File: src/rtl/qrs_pkg.sv
// Package: shared constants and types for the quad recirculating shift register.
// Assumes lanes are grouped in pairs that share one recirculate select.
package qrs_pkg;
    localparam int unsigned LANES_PER_PAIR = 2;

    // Source of stage 1 for a lane.
    typedef enum logic {
        FEED_EXTERNAL = 1'b0,
        FEED_LOOPBACK = 1'b1
    } feed_src_e;
endpackage

File: src/rtl/qrs_lane.sv
// Module: one serial shift lane of DEPTH stages with an input multiplexer.
// stg[0] is stage 1 and stg[DEPTH-1] is the last stage, which drives ser_out.
// Assumes DEPTH >= 2, a synchronous active-low reset and a single clock.
module qrs_lane
    import qrs_pkg::*;
#(
    parameter int unsigned DEPTH = 64
) (
    input  logic      clk,
    input  logic      rst_n,
    input  logic      shift,
    input  feed_src_e feed_sel,
    input  logic      din,
    output logic      dout
);
    localparam int unsigned TOP = DEPTH - 1;

    logic [TOP:0] stg;
    logic         feed_bit;

    // Choose the bit that enters stage 1: the lane's own output or the external input.
    always_comb begin
        unique case (feed_sel)
            FEED_LOOPBACK: feed_bit = stg[TOP];
            default:       feed_bit = din;
        endcase
    end

    // Clear on reset, otherwise move the lane one place when strobed.
    always_ff @(posedge clk) begin
        if (!rst_n) begin
            stg <= '0;
        end else if (shift) begin
            stg <= {stg[TOP-1:0], feed_bit};
        end
    end

    // The last stage is the serial output.
    assign dout = stg[TOP];

    // a reset edge leaves every stage at zero.
    p_reset_clears_r9: assert property (@(posedge clk)
        !rst_n |=> (stg == '0));

    // no strobe, no change.
    p_hold_idle_r8: assert property (@(posedge clk) disable iff (!rst_n)
        !shift |=> $stable(stg));

    // a strobed lane moves each stage one place towards the output.
    p_advance_r2: assert property (@(posedge clk) disable iff (!rst_n)
        shift |=> (stg[TOP:1] == $past(stg[TOP-1:0])));

    // in loopback, stage 1 receives the previous output.
    p_loopback_r3: assert property (@(posedge clk) disable iff (!rst_n)
        (shift && feed_sel == FEED_LOOPBACK) |=> (stg[0] == $past(dout)));

    // in load mode, stage 1 receives the external bit.
    p_load_r4: assert property (@(posedge clk) disable iff (!rst_n)
        (shift && feed_sel == FEED_EXTERNAL) |=> (stg[0] == $past(din)));
endmodule

File: src/rtl/qrs_pair.sv
// Module: two lanes that share one recirculate select.
// Each lane keeps its own strobe, input and output; only the feed select is common.
module qrs_pair
    import qrs_pkg::*;
#(
    parameter int unsigned DEPTH = 64
) (
    input  logic                      clk,
    input  logic                      rst_n,
    input  logic                      recirc,
    input  logic [LANES_PER_PAIR-1:0] shift,
    input  logic [LANES_PER_PAIR-1:0] din,
    output logic [LANES_PER_PAIR-1:0] dout
);
    feed_src_e pair_sel;

    // Map the pair's recirculate bit onto the feed-source encoding.
    always_comb begin
        pair_sel = recirc ? FEED_LOOPBACK : FEED_EXTERNAL;
    end

    for (genvar g = 0; g < LANES_PER_PAIR; g++) begin : g_lane
        qrs_lane #(.DEPTH(DEPTH)) u_lane (
            .clk      (clk),
            .rst_n    (rst_n),
            .shift    (shift[g]),
            .feed_sel (pair_sel),
            .din      (din[g]),
            .dout     (dout[g])
        );
    end

    // with both lanes idle, neither output moves.
    p_pair_idle_r7: assert property (@(posedge clk) disable iff (!rst_n)
        (shift == '0) |=> $stable(dout));
endmodule

File: src/rtl/quad_recirc_shreg.sv
// Module: top level, four serial lanes organised as NUM_PAIRS pairs.
// Bit i of ser_in, shift_en and ser_out belongs to lane i; recirc bit p serves lanes 2p and 2p+1.
// Assumes all inputs are synchronous to clk.
module quad_recirc_shreg
    import qrs_pkg::*;
#(
    parameter int unsigned DEPTH     = 64,
    parameter int unsigned NUM_PAIRS = 2
) (
    input  logic                                    clk,
    input  logic                                    rst_n,
    input  logic [NUM_PAIRS*LANES_PER_PAIR-1:0]     ser_in,
    input  logic [NUM_PAIRS*LANES_PER_PAIR-1:0]     shift_en,
    input  logic [NUM_PAIRS-1:0]                    recirc,
    output logic [NUM_PAIRS*LANES_PER_PAIR-1:0]     ser_out
);
    localparam int unsigned NUM_LANES = NUM_PAIRS * LANES_PER_PAIR;

    for (genvar p = 0; p < NUM_PAIRS; p++) begin : g_pair
        qrs_pair #(.DEPTH(DEPTH)) u_pair (
            .clk    (clk),
            .rst_n  (rst_n),
            .recirc (recirc[p]),
            .shift  (shift_en[p*LANES_PER_PAIR +: LANES_PER_PAIR]),
            .din    (ser_in[p*LANES_PER_PAIR +: LANES_PER_PAIR]),
            .dout   (ser_out[p*LANES_PER_PAIR +: LANES_PER_PAIR])
        );
    end

    // every output reads zero after a reset edge.
    p_outputs_zero_r9: assert property (@(posedge clk)
        !rst_n |=> (ser_out == '0));

    // with every strobe low, all outputs hold.
    p_all_idle_r8: assert property (@(posedge clk) disable iff (!rst_n)
        (shift_en == '0) |=> $stable(ser_out));

    initial begin
        assert (NUM_LANES >= 1 && DEPTH >= 2);
    end
endmodule

File: config.mk
export PLATFORM = sky130hd
export DESIGN_NAME = quad_recirc_shreg
export DESIGN_NICKNAME = d
export VERILOG_FILES = /design/src/rtl/qrs_pkg.sv /design/src/rtl/qrs_lane.sv /design/src/rtl/qrs_pair.sv /design/src/rtl/quad_recirc_shreg.sv
export SDC_FILE = /design/constraint.sdc
export NUM_CORES = 1
export LEC_CHECK = 0
export ABC_CLOCK_PERIOD_IN_PS = 900
export BUFFER_PORTS_ARGS = -buffer_cell sky130_fd_sc_hd__buf_2
export CAP_MARGIN = 5
export CORE_UTILIZATION = 45
export DETAILED_ROUTE_END_ITERATION = 6
export SYNTH_ARGS = -nofsm -noshare
export SYNTH_HDL_FRONTEND = slang
export SYNTH_SLANG_ARGS = --single-unit
File: constraint.sdc
create_clock -name clk -period 0.9 [get_ports clk]
set_clock_uncertainty 0.1 [all_clocks]
set_input_delay 0 -clock clk [delete_from_list [all_inputs] [get_ports clk]]
set_output_delay 0 -clock clk [all_outputs]
set_load 0.02 [all_outputs]
# [Yosys cells after proc, flatten, opt, wreduce, memory -nomap -nowiden]
# Index checks and enable logic that the tools add are counted.
[op_classes] mux=6
[op_table] op="$mux 1" n=6
[word_totals] input_bits=12 out_inout_bits=4 wordCells=10 reg_bits=256

# [Longest topological paths before layout]
# Gate-level depths: netlist (run 1).
[depth] depth_word=2 mapped_depth=4 ltp_nobuf=2

# [By module]
# Synthesis (run 1) repeated with hierarchy kept, for this count alone.
[unflattened] cells_unflattened=828 hier_area_um2=9774.4
[by_module_without_submodules] module="qrs_lane" instances=4 cells_per_inst=207 area_each_um2=2443.6

# [Worst setup path after synthesis (run 1)]
# OpenSTA, ideal clock, no wires.
[synth_timing] path_kind="input to register" from="in shift_en[0]" to="reg g_pair[0].u_pair.g_lane[0].u_lane.stg[15]" setup_ps=116 path_buffers=2 path_stages=4 arrival_ps=534 t_required_ps=684 slack_ps=150 cell_sequence="buf_6 -> buf_12 -> mux2i_1 -> nor2b_1"
[synth_rtl] item="start, declared" line_no="quad_recirc_shreg.sv:13" text="input logic [NUM_PAIRS*LANES_PER_PAIR-1:0] shift_en,"
[synth_rtl] item="end signal, assigned" line_no="qrs_lane.sv:34" text="stg <= {stg[TOP-1:0], feed_bit};"
[synth_rtl] item="end, declared" line_no="qrs_lane.sv:18" text="logic [TOP:0] stg;"

# [Worst setup path in the final report (run 1)]
[layout_timing] from="reg g_pair[1].u_pair.g_lane[1].u_lane.stg[63]" to="out ser_out[3]"
[layout_rtl] item="start, declared" line_no="qrs_lane.sv:18"
[layout_rtl] item="start signal, assigned" line_no="qrs_lane.sv:34"
[layout_rtl] item="end, declared" line_no="quad_recirc_shreg.sv:15" text="output logic [NUM_PAIRS*LANES_PER_PAIR-1:0] ser_out"
# No word-level cell between the ends.

==> run_results.csv, run 1 <==
group,metric,value,unit
clocking,numCtsBuffers,27,
floorplanning,fp.dieH,151,um
layout,top_regs,"g_pair.u_pair.g_lane.u_lane.stg (256)",
yosys,ys_warn_count,0,
layout,syn_to_final_growth,14.4,%
worst_setup_path,cp-end-kind,"primary output",
global_route,grt_antenna_before_repair,0,
worst_setup_path,required,0.80,ns
yosys,synth_cells,832,
clocking,htreeDepth,1,
drt,dr.first_iter.drc_count,78,
worst_setup_path,cp_top_family,"flip-flops",
timing,rsz0062_at_grt,"true",
layout,seq_area,0.00513,mm2
clocking,clkSinkCount,256,
clocking,cts_max_path_buffers,3,
floorplanning,die-area,0.0227,mm2
global_route,grt_pass1_vias,5273,
hold_path,worstHoldPathType,"in -> reg",
drt,drt-total-wl,13.6,mm
layout,multi_input_area,0.00422,mm2
timing,setup_slack,-0.174,ns
drt,post_drt_wl_per_cell,11.8,um
drt,dr.pass1.iters,3,
worst_setup_path,cp-start-kind,"flop",
placed_design,place_congestion,0.668,
run_status,outcome,"complete, but fails checks",
worst_setup_path,worstSetupPathType,"reg -> out",
timing,slew_violations,0,
drt,vias,5383,
layout,diodes,0,
clocking,cts_tree,"built",
yosys,synth_cell_types,10,
global_route,grt_pass1_wl,23.1,mm
worst_setup_path,arrival,0.97,ns
global_route,overflow,0,
yosys,synth.net_count,844,
floorplanning,start_util,46.5,%
worst_setup_path,cpPeakStageDelay,0.34,ns
worst_setup_path,crit_chain,"buf_6",
layout,regMostFlops,"g_pair.u_pair.g_lane.u_lane.stg",
worst_setup_path,path_buf_inv,1,
power_and_ir_drop,p_per_area,2080,mW/mm2
layout,nNetsFinal,868,
timing,timing.hold.ws,-0.167,ns
clocking,clockRootBuffer,"clkbuf_16",
placed_design,place_hpwl,7.93,mm
clocking,clk-insertion-delay-late,0.52,ns
timing,timing.final.crit_share,119,%
drt,via_per_inst,4.68,
layout,largest_reg_flops,256,
yosys,netlist.area_leader.share,51.6,%
run_status,violations,"negative hold slack, negative setup slack",
worst_setup_path,slowest_stage,"dfxtp_2",
yosys,synth.area.top_cells,"dfxtp_1, mux2i_1, nor2b_1",
yosys,synth_top_area_cell,"dfxtp_1",
floorplanning,num_rows,53,
timing,setup_tns,-0.652,ns
timing,min_period,1.07,ns
power_and_ir_drop,p_leak,4.58,nW
placed_design,preCtsSetupSlack,-0.0311,ns
timing,tightest_slew,0.167,ns
floorplanning,pin_count,16,
clocking,cts_hold_buf,9,
placed_design,io_buffers,15,
clocking,cts.clk_slew.worst_paths,0.06,ns
timing,fmax,931,MHz
yosys,postSynthAreaPerCell,11.9,um2
timing,setup_viol,4,
timing,hold_viol,124,
floorplanning,core_area,0.0214,mm2
layout,layout-drive-gt1-share,11.2,%
power_and_ir_drop,power,23.6,mW
drt,drc_errors,0,
yosys,yosysSeqAreaShare,51.6,%
power_and_ir_drop,ir_drop,1120,uV
timing,relSlewSlack,88.5,%
global_route,grt_start_max_net_pins,73,
worst_setup_path,path_max_fanout,2,
floorplanning,dieWidth,151,um
layout,nFillCells,1841,
global_route,grt_use_total,12.1,%
yosys,netlist_area,0.00993,mm2
yosys,ys_ff_latch,256,
drt,ant_nets,0,
run,cap_violations,0,
==> worst register-to-register path, cell delays in order (launching register included) <==
cell and delay, ns:
dfxtp_2 0.33, buf_4 0.13, mux2i_2 0.14, a21oi_1 0.08
==> final cells by class <==
class / count / area share [%]
flip-flops and latches: 256 / 45.2
multi-input cells: 516 / 37.1
clock buffers: 38 / 6.84
repair buffers: 55 / 6.69
well taps: 275 / 3.03
clock inverters: 10 / 1.17
==> layer usage <==
layer / track usage [%] / part of all wire, % / vias to the layer above
li1: - / - / 2796
met1: 14.5 / 49 / 2512
met2: 21.0 / 46 / 46
met3: 2.76 / 3.5 / 29
met4: 4.60 / 2.2 / 0
met5: 0 / 0 / -
==> power by group <==
part,total [mW],switching (mW),leakage [nW],internal [mW]
clock,11.1,4.25,0.440,6.84
combinational,1.13,0.485,2.07,0.641
sequential,11.4,0.0118,2.06,11.4
==> metrics by stage <==
stage | instances | utilization, % | hold slack [ns] | area, um2
CTS | 1145 | 52.3 | -0.197 | 11200
detailed placement | 1084 | 47.3 | 0.204 | 10100
floorplan | 832 | - | 0.0970 | 9930
global placement | 1084 | 47.3 | 0.194 | 10100
finish | 1150 | 53.2 | -0.167 | 11400
global route | 1150 | 53.2 | -0.174 | 11400
==> cells in the mapped netlist (all sizes together) <==
library cell,n
nor2b,252
dfxtp,256
buf,44
o21ai,4
clkbuf,16
mux2i,256
a21oi,4
==> final timing paths <==
| kind | from | to | slack, ns | depth (start not counted) |
|---|---|---|---|---|
| hold / removal | shift_en[3] | g_pair[1].u_pair.g_lane[1].u_lane.stg[0] | -0.17 | 3 |
| hold reg to reg | g_pair[0].u_pair.g_lane[0].u_lane.stg[0] | g_pair[0].u_pair.g_lane[0].u_lane.stg[0] | 0.41 | 2 |
| setup reg to reg | g_pair[1].u_pair.g_lane[1].u_lane.stg[63] | g_pair[1].u_pair.g_lane[1].u_lane.stg[0] | 0.01 | 3 |
| setup / recovery | g_pair[1].u_pair.g_lane[1].u_lane.stg[63] | ser_out[3] | -0.17 | 1 |
==> cell usage in the layout (no fill, tap or decap), drive strengths merged <==
cell and instances:
mux2i 256, dfxtp 256, nor2b 252, clkbuf 43, buf 41, dlygate4sd3 8, o21ai 4, clkinv 4
a21oi 4, clkinvlp 3, bufinv 3, dlymetal6s4s 1
==> cells by family after synthesis <==
group	synth area share, %
and+or+nand+nor	15.9
DFF	51.6
buffers and inverters	6.30
AOI/OAI and AO/OA	0.403
muxes	25.8
==> repair_timing <==
action / in CTS / in global routing
endpoints found under the setup margin: 4 / 80
gates resized for setup: 15 / 13
endpoints found under the hold margin: 256 / 110
pin swaps: 3 / 2
gates cloned: 0 / 5
setup buffers: 4 / 0
Power figures use the tool's default switching activity.
==> run 2: changes to the inputs <==
--- a/config.mk
+++ b/config.mk
@@ -8,7 +8,7 @@
 export ABC_CLOCK_PERIOD_IN_PS = 900
 export BUFFER_PORTS_ARGS = -buffer_cell sky130_fd_sc_hd__buf_2
 export CAP_MARGIN = 5
-export CORE_UTILIZATION = 45
+export CORE_UTILIZATION = 25
 export DETAILED_ROUTE_END_ITERATION = 6
 export SYNTH_ARGS = -nofsm -noshare
 export SYNTH_HDL_FRONTEND = slang
==> run_results.csv, run 2 (synthesized netlist as in run 1, its figures left out) <==
group,metric,value,unit
clocking,clockRootBuffer,"clkbuf_16",
drt,dr.first_iter.drc_count,190,
timing,relSlewSlack,84.2,%
layout,final_common_cell,"mux2i_1",
drt,post_drt_wl_per_cell,9.76,um
global_route,grt_pass1_wl,23.9,mm
placed_design,place_hpwl,7.74,mm
floorplanning,pin_count,16,
timing,setup_slack,-0.194,ns
floorplanning,dieWidth,201,um
global_route,grt_pass1_vias,5187,
drt,ant_nets,0,
worst_setup_path,required,0.80,ns
timing,fmax,914,MHz
timing,timing.hold.ws,-0.0477,ns
clocking,cts_tree,"built",
timing,timing.final.crit_share,122,%
worst_setup_path,arrival,0.99,ns
floorplanning,die-area,0.0405,mm2
layout,top_regs,"g_pair.u_pair.g_lane.u_lane.stg (256)",
clocking,clk-insertion-delay-late,0.54,ns
floorplanning,start_util,25.5,%
layout,layout-drive-gt1-share,11.9,%
placed_design,io_buffers,15,
timing,setup_viol,6,
worst_setup_path,worstSetupPathType,"reg -> out",
timing,min_period,1.09,ns
drt,via_per_inst,3.79,
clocking,cts_max_path_buffers,3,
power_and_ir_drop,p_leak,4.64,nW
worst_setup_path,cp_top_family,"flip-flops",
placed_design,place_congestion,0.633,
layout,diodes,0,
layout,most-common-layout-cells,"mux2i_1, nor2b_1, dfxtp_1",
global_route,grt_antenna_before_repair,0,
global_route,overflow,0,
layout,final_cells,1401,
worst_setup_path,cp-start-kind,"flop",
worst_setup_path,path_max_fanout,2,
global_route,grt_use_total,6.78,%
floorplanning,num_rows,72,
worst_setup_path,cp-end-kind,"primary output",
worst_setup_path,crit_chain,"buf_6",
layout,nNetsFinal,873,
global_route,grt_start_max_net_pins,71,
drt,dr.pass1.iters,4,
timing,slew_violations,0,
timing,rsz0062_at_grt,"true",
layout,regMostFlops,"g_pair.u_pair.g_lane.u_lane.stg",
placed_design,dp.cells,1329,
worst_setup_path,cpPeakStageDelay,0.34,ns
clocking,htreeDepth,1,
run,cap_violations,0,
layout,syn_to_final_growth,18.4,%
run_status,outcome,"complete, but fails checks",
layout,largest_reg_flops,256,
clocking,cts.clk_slew.worst_paths,0.06,ns
clocking,numCtsBuffers,28,
drt,vias,5310,
worst_setup_path,slowest_stage,"dfxtp_2",
clocking,clkSinkCount,256,
drt,drc_errors,0,
hold_path,worstHoldPathType,"in -> reg",
worst_setup_path,path_buf_inv,1,
power_and_ir_drop,ir_drop,1370,uV
drt,drt-total-wl,13.7,mm
floorplanning,core_area,0.0389,mm2
floorplanning,fp.dieH,201,um
run_status,violations,"negative hold slack, negative setup slack",
timing,hold_viol,2,
timing,tightest_slew,0.237,ns
power_and_ir_drop,p_per_area,2090,mW/mm2
run 2: cell types whose count changed in the layout (fill, tap and decap cells not counted), sizes merged:
| cell | before | now |
|---|---|---|
| clkinv | 4 | 9 |
| buf | 41 | 45 |
| clkbuf | 43 | 39 |
| dlygate4sd3 | 8 | 10 |
| bufinv | 3 | 4 |
run 2: layer usage:
metal	track usage [%]	wire length (um)	vias up
li1	-	-	2820
met1	8.62	6890	2409
met2	10.7	5840	47
met3	1.81	464	34
met4	3.06	480	0
met5	0	0	-
run 2: cell type report:
class	count	area (um2)
Clock buffer	36	812
Fill cell	4009	27200
Timing Repair Buffer	59	776
Clock inverter	16	203
Sequential cell	256	5130
Tap cell	518	648
Multi-Input combinational cell	516	4190
run 2: power by group:
group / switching [mW] / internal (mW)
sequential: 0.0113 / 11.4
combinational: 0.487 / 0.631
clock: 4.60 / 7.53
run 2: worst min-delay path, delay by kind of cell:
family	cells	cell delay [ns]
buffers and inverters	2	0.36
AND/OR/NAND/NOR	1	0.10
multiplexers	1	0.09
run 2: final timing paths:
kind | cells past startpoint | slack (ns) | end | start
setup / recovery | 1 | -0.19 | ser_out[3] | g_pair[1].u_pair.g_lane[1].u_lane.stg[63]
hold / removal | 4 | -0.05 | g_pair[1].u_pair.g_lane[0].u_lane.stg[40] | shift_en[2]
setup reg to reg | 5 | -0.17 | g_pair[1].u_pair.g_lane[0].u_lane.stg[0] | g_pair[1].u_pair.g_lane[0].u_lane.stg[63]
hold reg to reg | 2 | 0.40 | g_pair[0].u_pair.g_lane[1].u_lane.stg[0] | g_pair[0].u_pair.g_lane[1].u_lane.stg[0]
run 2: through the flow:
stage	instance area [um2]	util, %	setup WS (ns)	setup TNS (ns)	total power [mW]
2_1_floorplan	9930	-	0.150	0	12.6
3_5_place_dp	10400	26.8	0.0177	0	12.7
5_1_grt	11800	30.2	-0.236	-1.25	25.6
4_1_cts	11600	29.8	-0.228	-0.933	25.0
3_3_place_gp	10400	26.8	0.0310	0	12.6
6_report	11800	30.2	-0.194	-0.947	24.6
run 2: repair_timing:
action | in CTS | in global routing
hold endpoints to repair | 256 | 0
setup buffers | 4 | 3
hold buffers | 11 | 0
endpoints found under the setup margin | 4 | 70
gates resized for setup | 12 | 13
gates cloned | 0 | 3
pin swaps | 0 | 2
